===== src/rtl/mlic_pkg.sv =====
// Package: shared encodings for the mask-and-latch interrupt controller.
// Assumes: nothing beyond IEEE 1800-2017.
package mlic_pkg;

    // Acknowledge polarity of a pending-register write.
    typedef enum logic {
        ACK_WR1 = 1'b0,
        ACK_WR0 = 1'b1
    } ack_pol_e;

    // Register selector on the register port.
    typedef enum logic {
        SEL_ENABLE  = 1'b0,
        SEL_PENDING = 1'b1
    } reg_sel_e;

endpackage


===== src/rtl/mlic_edge.sv =====
// Module: mlic_edge
// Turns raw interrupt lines into a per-line "set pending" vector.
// Edge-type lines produce a one-cycle set on a 0-to-1 change.
// Latched level lines produce a set while high.
// Mirrored level lines produce no set; the pending stage copies them.
// Assumes: lines are already synchronous to clk.
module mlic_edge #(
    parameter int                NLINES      = 32,
    parameter logic [NLINES-1:0] LEVEL_LINES = '0,
    parameter bit                LATCH_LEVEL = 1'b0
) (
    input  logic              clk,
    input  logic              rst_n,
    input  logic [NLINES-1:0] lines,
    output logic [NLINES-1:0] set_vec
);

    logic [NLINES-1:0] prev_q;

    // Remember last cycle's line values for edge detection.
    always_ff @(posedge clk) begin
        if (!rst_n) prev_q <= '0;
        else        prev_q <= lines;
    end

    // Per-line choice of set source, fixed at build time.
    for (genvar i = 0; i < NLINES; i++) begin : g_line
        if (!LEVEL_LINES[i]) begin : g_edge
            assign set_vec[i] = lines[i] & ~prev_q[i];
        end else if (LATCH_LEVEL) begin : g_lvl_latch
            assign set_vec[i] = lines[i];
        end else begin : g_lvl_mirror
            assign set_vec[i] = 1'b0;
        end
    end

endmodule


===== src/rtl/mlic_pend.sv =====
// Module: mlic_pend
// Holds the pending register. Software acknowledges clear bits using
// the selected polarity, and a set in the same cycle wins over a clear.
// Mirrored level lines ignore writes and copy their line each cycle.
// Assumes: ack_we is a single-cycle strobe.
module mlic_pend
    import mlic_pkg::*;
#(
    parameter int                NLINES      = 32,
    parameter ack_pol_e          ACK_POL     = ACK_WR1,
    parameter logic [NLINES-1:0] MIRROR_MASK = '0
) (
    input  logic              clk,
    input  logic              rst_n,
    input  logic [NLINES-1:0] set_vec,
    input  logic [NLINES-1:0] lines,
    input  logic              ack_we,
    input  logic [NLINES-1:0] ack_data,
    output logic [NLINES-1:0] pend_q
);

    logic [NLINES-1:0] clr_vec;

    // Decode the acknowledge write into a clear vector.
    always_comb begin
        if (!ack_we)                clr_vec = '0;
        else if (ACK_POL == ACK_WR0) clr_vec = ~ack_data;
        else                        clr_vec = ack_data;
    end

    // One pending flop per line; the variant is chosen by line type.
    for (genvar i = 0; i < NLINES; i++) begin : g_bit
        if (MIRROR_MASK[i]) begin : g_mirror
            // Copy the level input; writes have no effect.
            always_ff @(posedge clk) begin
                if (!rst_n) pend_q[i] <= 1'b0;
                else        pend_q[i] <= lines[i];
            end
        end else begin : g_latch
            // Clear by acknowledge, then set with priority.
            always_ff @(posedge clk) begin
                if (!rst_n) pend_q[i] <= 1'b0;
                else        pend_q[i] <= (pend_q[i] & ~clr_vec[i]) | set_vec[i];
            end
        end
    end

endmodule


===== src/rtl/mlic_lowidx.sv =====
// Module: mlic_lowidx
// Combinational finder of the lowest set bit of a vector, with a flag.
// Assumes: NLINES >= 2.
module mlic_lowidx #(
    parameter int NLINES = 32,
    localparam int IDXW  = $clog2(NLINES)
) (
    input  logic [NLINES-1:0] vec,
    output logic [IDXW-1:0]   idx,
    output logic              any
);

    // Scan from the top so the lowest set bit is written last.
    always_comb begin
        idx = '0;
        any = 1'b0;
        for (int i = NLINES - 1; i >= 0; i--) begin
            if (vec[i]) begin
                idx = IDXW'(i);
                any = 1'b1;
            end
        end
    end

endmodule


===== src/rtl/mlic_top.sv =====
// Module: mlic_top
// Mask-and-latch interrupt controller: an enable register, a pending
// register, a registered CPU request and a registered lowest-line index.
// The register port is single-cycle, and read data appears one cycle
// after the read strobe.
// Assumes: irq_lines are synchronous to clk; reset is synchronous, active low.
module mlic_top
    import mlic_pkg::*;
#(
    parameter int                NLINES      = 32,
    parameter bit                ACK_ZERO    = 1'b0,
    parameter bit                LATCH_LEVEL = 1'b0,
    parameter logic [NLINES-1:0] LEVEL_LINES = 32'hFFFF_0000,
    localparam int               IDXW        = $clog2(NLINES)
) (
    input  logic              clk,
    input  logic              rst_n,
    input  logic [NLINES-1:0] irq_lines,
    input  logic              reg_wr,
    input  logic              reg_rd,
    input  logic              reg_sel,
    input  logic [NLINES-1:0] reg_wdata,
    output logic [NLINES-1:0] reg_rdata,
    output logic              cpu_irq,
    output logic [IDXW-1:0]   irq_idx,
    output logic              irq_idx_vld
);

    localparam ack_pol_e          ACK_POL     = ACK_ZERO ? ACK_WR0 : ACK_WR1;
    localparam logic [NLINES-1:0] MIRROR_MASK = LATCH_LEVEL ? '0 : LEVEL_LINES;

    logic [NLINES-1:0] mask_q;
    logic [NLINES-1:0] status_q;
    logic [NLINES-1:0] set_vec;
    logic [NLINES-1:0] en_vec;
    logic [IDXW-1:0]   low_idx;
    logic              low_any;
    logic              ack_we;

    assign ack_we = reg_wr && (reg_sel_e'(reg_sel) == SEL_PENDING);
    assign en_vec = status_q & mask_q;

    mlic_edge #(
        .NLINES      (NLINES),
        .LEVEL_LINES (LEVEL_LINES),
        .LATCH_LEVEL (LATCH_LEVEL)
    ) edge_i (
        .clk     (clk),
        .rst_n   (rst_n),
        .lines   (irq_lines),
        .set_vec (set_vec)
    );

    mlic_pend #(
        .NLINES      (NLINES),
        .ACK_POL     (ACK_POL),
        .MIRROR_MASK (MIRROR_MASK)
    ) pend_i (
        .clk      (clk),
        .rst_n    (rst_n),
        .set_vec  (set_vec),
        .lines    (irq_lines),
        .ack_we   (ack_we),
        .ack_data (reg_wdata),
        .pend_q   (status_q)
    );

    mlic_lowidx #(
        .NLINES (NLINES)
    ) lowidx_i (
        .vec (en_vec),
        .idx (low_idx),
        .any (low_any)
    );

    // Enable register: replaced on a write with the enable selected.
    always_ff @(posedge clk) begin
        if (!rst_n)                                              mask_q <= '0;
        else if (reg_wr && (reg_sel_e'(reg_sel) == SEL_ENABLE)) mask_q <= reg_wdata;
    end

    // Register the request and the index so they reach the CPU from flops.
    always_ff @(posedge clk) begin
        if (!rst_n) begin
            cpu_irq     <= 1'b0;
            irq_idx     <= '0;
            irq_idx_vld <= 1'b0;
        end else begin
            cpu_irq     <= |en_vec;
            irq_idx     <= low_idx;
            irq_idx_vld <= low_any;
        end
    end

    // Read data register: loaded on a read strobe, held otherwise.
    always_ff @(posedge clk) begin
        if (!rst_n)      reg_rdata <= '0;
        else if (reg_rd) reg_rdata <= reg_sel ? status_q : mask_q;
    end

endmodule


===== config.mk =====
export PLATFORM = sky130hd
export DESIGN_NAME = mlic_top
export DESIGN_NICKNAME = d
export VERILOG_FILES = /design/src/rtl/mlic_pkg.sv /design/src/rtl/mlic_edge.sv /design/src/rtl/mlic_pend.sv /design/src/rtl/mlic_lowidx.sv /design/src/rtl/mlic_top.sv
export SDC_FILE = /design/constraint.sdc
export NUM_CORES = 1
export LEC_CHECK = 0
export BUFFER_PORTS_ARGS = -buffer_cell sky130_fd_sc_hd__buf_2
export CORE_ASPECT_RATIO = 2
export CORE_MARGIN = 4
export CORE_UTILIZATION = 45
export CTS_CLUSTER_DIAMETER = 150
export DETAILED_ROUTE_END_ITERATION = 12
export PLACE_DENSITY_LB_ADDON = 0.12
export SYNTH_ARGS = -nofsm -noshare
export SYNTH_HDL_FRONTEND = slang
export SYNTH_SLANG_ARGS = --single-unit

===== constraint.sdc =====
create_clock -name clk -period 2.03 [get_ports clk]
set_input_delay 0.406 -clock clk [delete_from_list [all_inputs] [get_ports clk]]
set_output_delay 0.406 -clock clk [all_outputs]
set_load 0.05 [all_outputs]

==> Word level (Yosys, flattened, before mapping) <==
Cells that the tools add are included.
{ "totals": {"inputBits": 69, "wordCells": 198, "out_inout_bits": 39, "reg_bits": 119} }
{ "classes": {"n_reduce_logical": 8, "n_mux": 65, "bitwise": 83} }
{ "ops": {"columns": ["operator", "count"], "rows": [
  ["$mux 5", 16],
  ["$not 1->1", 34],
  ["$mux 1", 33],
  ["$and 1x1->1", 32],
  ["$and 32x32->32", 1],
  ["$mux 32", 1],
  ["$mux 4", 8],
  ["$reduce_or 32->1", 1],
  ["$reduce_or 17->1", 1],
  ["$mux 16", 1],
  ["$or 1x1->1", 16],
  ["$mux 3", 4],
  ["$reduce_or 9->1", 1],
  ["$reduce_or 5->1", 1],
  ["$mux 2", 2],
  ["$reduce_or 3->1", 1],
  ["$logic_and 1x1->1", 2],
  ["$reduce_or 2->1", 1]
]} }

==> Depth between registers and ports, before layout <==
{ "logic_depth": {"ltp_word": 33, "ltp_mapped": 7, "ltp_nobuf": 5} }

==> Cells and area by module <==
A second synthesis with hierarchy kept.
{ "unflattened": {"hier_cells": 575, "hier_area_um2": 5152.4} }
{ "by_module_without_submodules": {"columns": ["module", "cells_each", "area_each_um2", "instances", "seq_area_each_um2"], "rows": [
  ["mlic_top", 343, 3120.5, 1, 1421.4],
  ["mlic_pend", 101, 1006.0, 1, 640.6],
  ["mlic_edge", 66, 655.6, 1, 320.3],
  ["mlic_lowidx", 65, 370.4, 1, 0.0]
]} }

==> Worst setup path after synthesis <==
No wires, ideal clock.
{ "synth_path": {"path_kind": "input -> register", "start": "input port reg_sel", "end": "register pend_i.pend_q[10]", "required_time_ns": 1.915, "cell_stages": 7, "arrival_time_ns": 1.310, "path_buffers": 3, "setup_ns": 0.115, "path_slack_ns": 0.604, "path_cell_list": "buf_2 -> and2_1 -> clkbuf_1 -> buf_2 -> nand2_1 -> a21oi_1 -> nor2b_1"} }
{ "synth_between": {"elab_chain_len": 5} }
{ "synth_rtl": {"columns": ["element", "line_no", "rtl"], "rows": [
  ["start: declaration", "mlic_top.sv:21", "input logic reg_sel,"],
  ["$logic_and 1x1->1", "mlic_top.sv:40", "assign ack_we = reg_wr && (reg_sel_e'(reg_sel) == SEL_PENDING);"],
  ["$mux 16", "mlic_pend.sv:26", "if (!ack_we) clr_vec = '0;"],
  ["$not 1->1", "mlic_pend.sv:43", "else pend_q[i] <= (pend_q[i] & ~clr_vec[i]) | set_vec[i];"],
  ["$and 1x1->1", "mlic_pend.sv:43", null],
  ["$or 1x1->1", "mlic_pend.sv:43", null],
  ["end signal: indexed assignment", "mlic_pend.sv:43", null],
  ["end: declaration", "mlic_pend.sv:19", "output logic [NLINES-1:0] pend_q"]
]} }
Every way passes these cells.
A chain may end at the register's enable or synchronous reset.

==> Worst setup path in the final report <==
{ "layout_path": {"start": "register pend_i.pend_q[15]", "end": "register cpu_irq"} }
{ "layout_between": {"elab_chain_len": 2} }
{ "layout_rtl": {"columns": ["element", "line_no", "rtl"], "rows": [
  ["$and 32x32->32", "mlic_top.sv:41", "assign en_vec = status_q & mask_q;"],
  ["$reduce_or 32->1", "mlic_top.sv:89", "cpu_irq <= |en_vec;"],
  ["end signal: assignment", "mlic_top.sv:89", null],
  ["end: declaration", "mlic_top.sv:24", "output logic cpu_irq,"]
]} }
Every way passes these cells.

==> metrics.md <==
| Metric | Value |
|---|---|
| Top Ports | `108` |
| Core area | `10540 µm²` |
| Worst reg2reg path depth | `5` |
| CTS HTree Levels | `4` |
| Inserted Clock Buffers | `17` |
| Die height | `155.5 µm` |
| Ys async rst share | `0` |
| Cell row count | `53` |
| Setup Crit Path Kind | `flip-flop to flip-flop` |
| Placed cell count | `757` |
| Syn nets | `604` |
| Register area share after synthesis | `0.4868` |
| Via count | `4030` |
| Crit path max fanout | `4` |
| Clock Tree Root | `clkbuf_16` |
| Worst-margin pin slew | `480.7 ps` |
| Post-route setup slack | `466.4 ps` |
| Hold-critical path depth | `2` |
| Post-Synthesis Cell Area | `4893 µm²` |
| Initial antenna violation count | `0` |
| Final Wtd Congestion | `0.8091` |
| Max Fclk | `0.6396 GHz` |
| Clock latency on the worst-skew pair | `410 ps` |
| Setup Skew | `8.339 ps` |
| Die Area | `12710 µm²` |
| Primary FF master, synth | `dfxtp_1` |
| Longest Clk Path Bufs | `2` |
| Remaining global-route overflow | `0` |
| CP Capture Type | `flip-flop` |
| Final Max Tran Viols | `0` |
| P_leak | `3.040 nW` |
| Clock sink total | `119` |
| Hold Slack | `200.6 ps` |
| RSZ-0062 raised after global routing | `no` |
| Max rail drop VDD | `0.6075 mV` |
| Final Util | `0.5857` |
| Largest net degree at the start of global routing | `65` |
| Nets | `708` |
| Final setup TNS | `0 ps` |
| Number of port buffers | `107` |
| Top-area cell type share of the netlist area | `0.4868` |
| Status | `finished, final reports clean` |
| P&R area growth vs syn | `26.21%` |
| HPWL Detailed | `8623 µm` |
| First-pass GRT wire length | `18840 µm` |
| Initial DRC Count | `162` |
| Synth cell types | `40` |
| TritonRoute pass-1 iters | `4` |
| Synth Register Bits | `119` |
| Die width | `81.74 µm` |
| Final setup viols | `0` |
| Gate Count Post-Synth | `535` |
| Initial Utilization | `0.4641` |
| Post-synth top area cell | `dfxtp_1` |
| Setup Buffers After CTS | `0` |
| CP required | `2310 ps` |
| Final Hold Fails | `0` |
| Pre-CTS setup slack | `483.7 ps` |
| CTS resizes | `0` |
| Fin crit period | `1564 ps` |
| Worst hold path class | `primary input to flip-flop` |
| Antenna-violating nets left | `0` |
| ANT cells | `0` |
| Post-CTS Hold Fix Bufs | `0` |
| Routed WL per cell | `15.17 µm` |
| Area contributors post-synth | `dfxtp_1 49%, nand2_1 11%, mux2i_1 6.5%` |
| Post-synth EDFFs | `0` |
| Yosys warns | `0` |
| Type of origin of the critical path | `flip-flop` |
| Final period util | `0.7702` |
| Vias in the first global route | `3972` |
| Final Routed Wirelength | `11970 µm` |
| Vias per cell | `5.108` |
| CTS tree | `built` |
| Non-Filler Instances | `789` |
| DRC Markers | `0` |
| GRT Total Usage | `0.1939` |
| Mean Syn Cell Area | `9.147 µm²` |
| Power per Cell Area | `1028 nW/µm²` |
| WP data arrival | `1840 ps` |
| Max_cap viols | `0` |
| Share of layout cells above drive strength 1 | `0.2423` |
| CTS clk-pin slew, worst paths | `50 ps` |
| Slew HR | `0.6795` |
-- final timing paths --
check	startpoint	to	slack (ps)
min reg2reg	mask_q[3]$_SDFFE_PN0P_	mask_q[3]$_SDFFE_PN0P_	470
max	pend_i.pend_q[15]$_SDFF_PN0_	cpu_irq$_SDFF_PN0_	470
max reg2reg	pend_i.pend_q[15]$_SDFF_PN0_	cpu_irq$_SDFF_PN0_	470
min	irq_lines[27]	pend_i.pend_q[27]$_SDFF_PN0_	200
-- through the flow --
stage	cell area, µm²	power [mW]
final	6176	6.348
after global routing	6176	6.598
after CTS	6176	6.414
after detailed placement	5579	3.406
after global placement	5579	3.390
after floorplan	4893	3.160
-- cell families after synthesis --
group	Yosys count	synth area share
buffers and inverters	34	0.02761
AOI/OAI and AO/OA	119	0.1954
and+or+nand+nor	231	0.2248
DFF	119	0.4868
muxes	32	0.06546
-- area by class of cell --
class / instances / area, µm²
clock inverters: 14 / 157.7
inverters: 1 / 3.754
flip-flops and latches: 119 / 2382
well taps: 137 / 171.4
repair buffers: 118 / 643.1
fillers: 979 / 4368
clock buffers: 18 / 439.2
multi-input cells: 382 / 2379
-- flip-flops by register name (all words and copies together) (netlist names) --
name / flops
mask_q: 32
irq_idx: 5
irq_idx_vld: 1
reg_rdata: 32
edge_i.prev_q: 16
pend_i.pend_q: 32
cpu_irq: 1
-- placed cells by master, fill, tap and decap left out, drive strengths merged, types with 3 or more instances in the layout --
| master | count |
|---|---|
| a21boi | 36 |
| a21oi | 23 |
| a22o | 7 |
| a31oi | 3 |
| a32o | 3 |
| and2 | 35 |
| buf | 118 |
| bufinv | 3 |
| clkbuf | 18 |
| clkinv | 9 |
| dfxtp | 119 |
| mux2i | 32 |
| nand2 | 140 |
| nand3 | 8 |
| nand4 | 3 |
| nor2 | 6 |
| nor2b | 33 |
| o211a | 32 |
-- cells in the mapped netlist (all sizes together) (2+ instances only) --
cell type,number
buf,8
a22oi,2
a22o,7
a21oi,23
a32o,3
o211a,32
nor3,2
o21ai,2
and2,35
nand2,140
dfxtp,119
nor2b,33
nand4,3
a21boi,36
nand3,8
nor2,6
mux2i,32
o2111ai,2
a31oi,3
clkbuf,25
-- report_power, final --
group          switching, mW  total, mW  internal (mW)
Clock                   1.05       3.00           1.95
Sequential             0.105       2.59           2.49
Combinational          0.477      0.762          0.284
-- worst max-delay path, cell delays in order (launching register included) --
cell      delay, ps
dfxtp_1         350
a22o_4          280
a221oi_2        200
nand2_1         150
nor4_2          350
a21boi_1        110
-- layer usage --
metal | part of all wire | up-vias | global-route usage
li1 | - | 2045 | -
met1 | 0.40 | 1865 | 0.2098
met2 | 0.53 | 107 | 0.3470
met3 | 0.049 | 13 | 0.04635
met4 | 0.015 | 0 | 0.08241
met5 | 0 | - | 0
No activity file was read; power rests on OpenSTA's default activity.
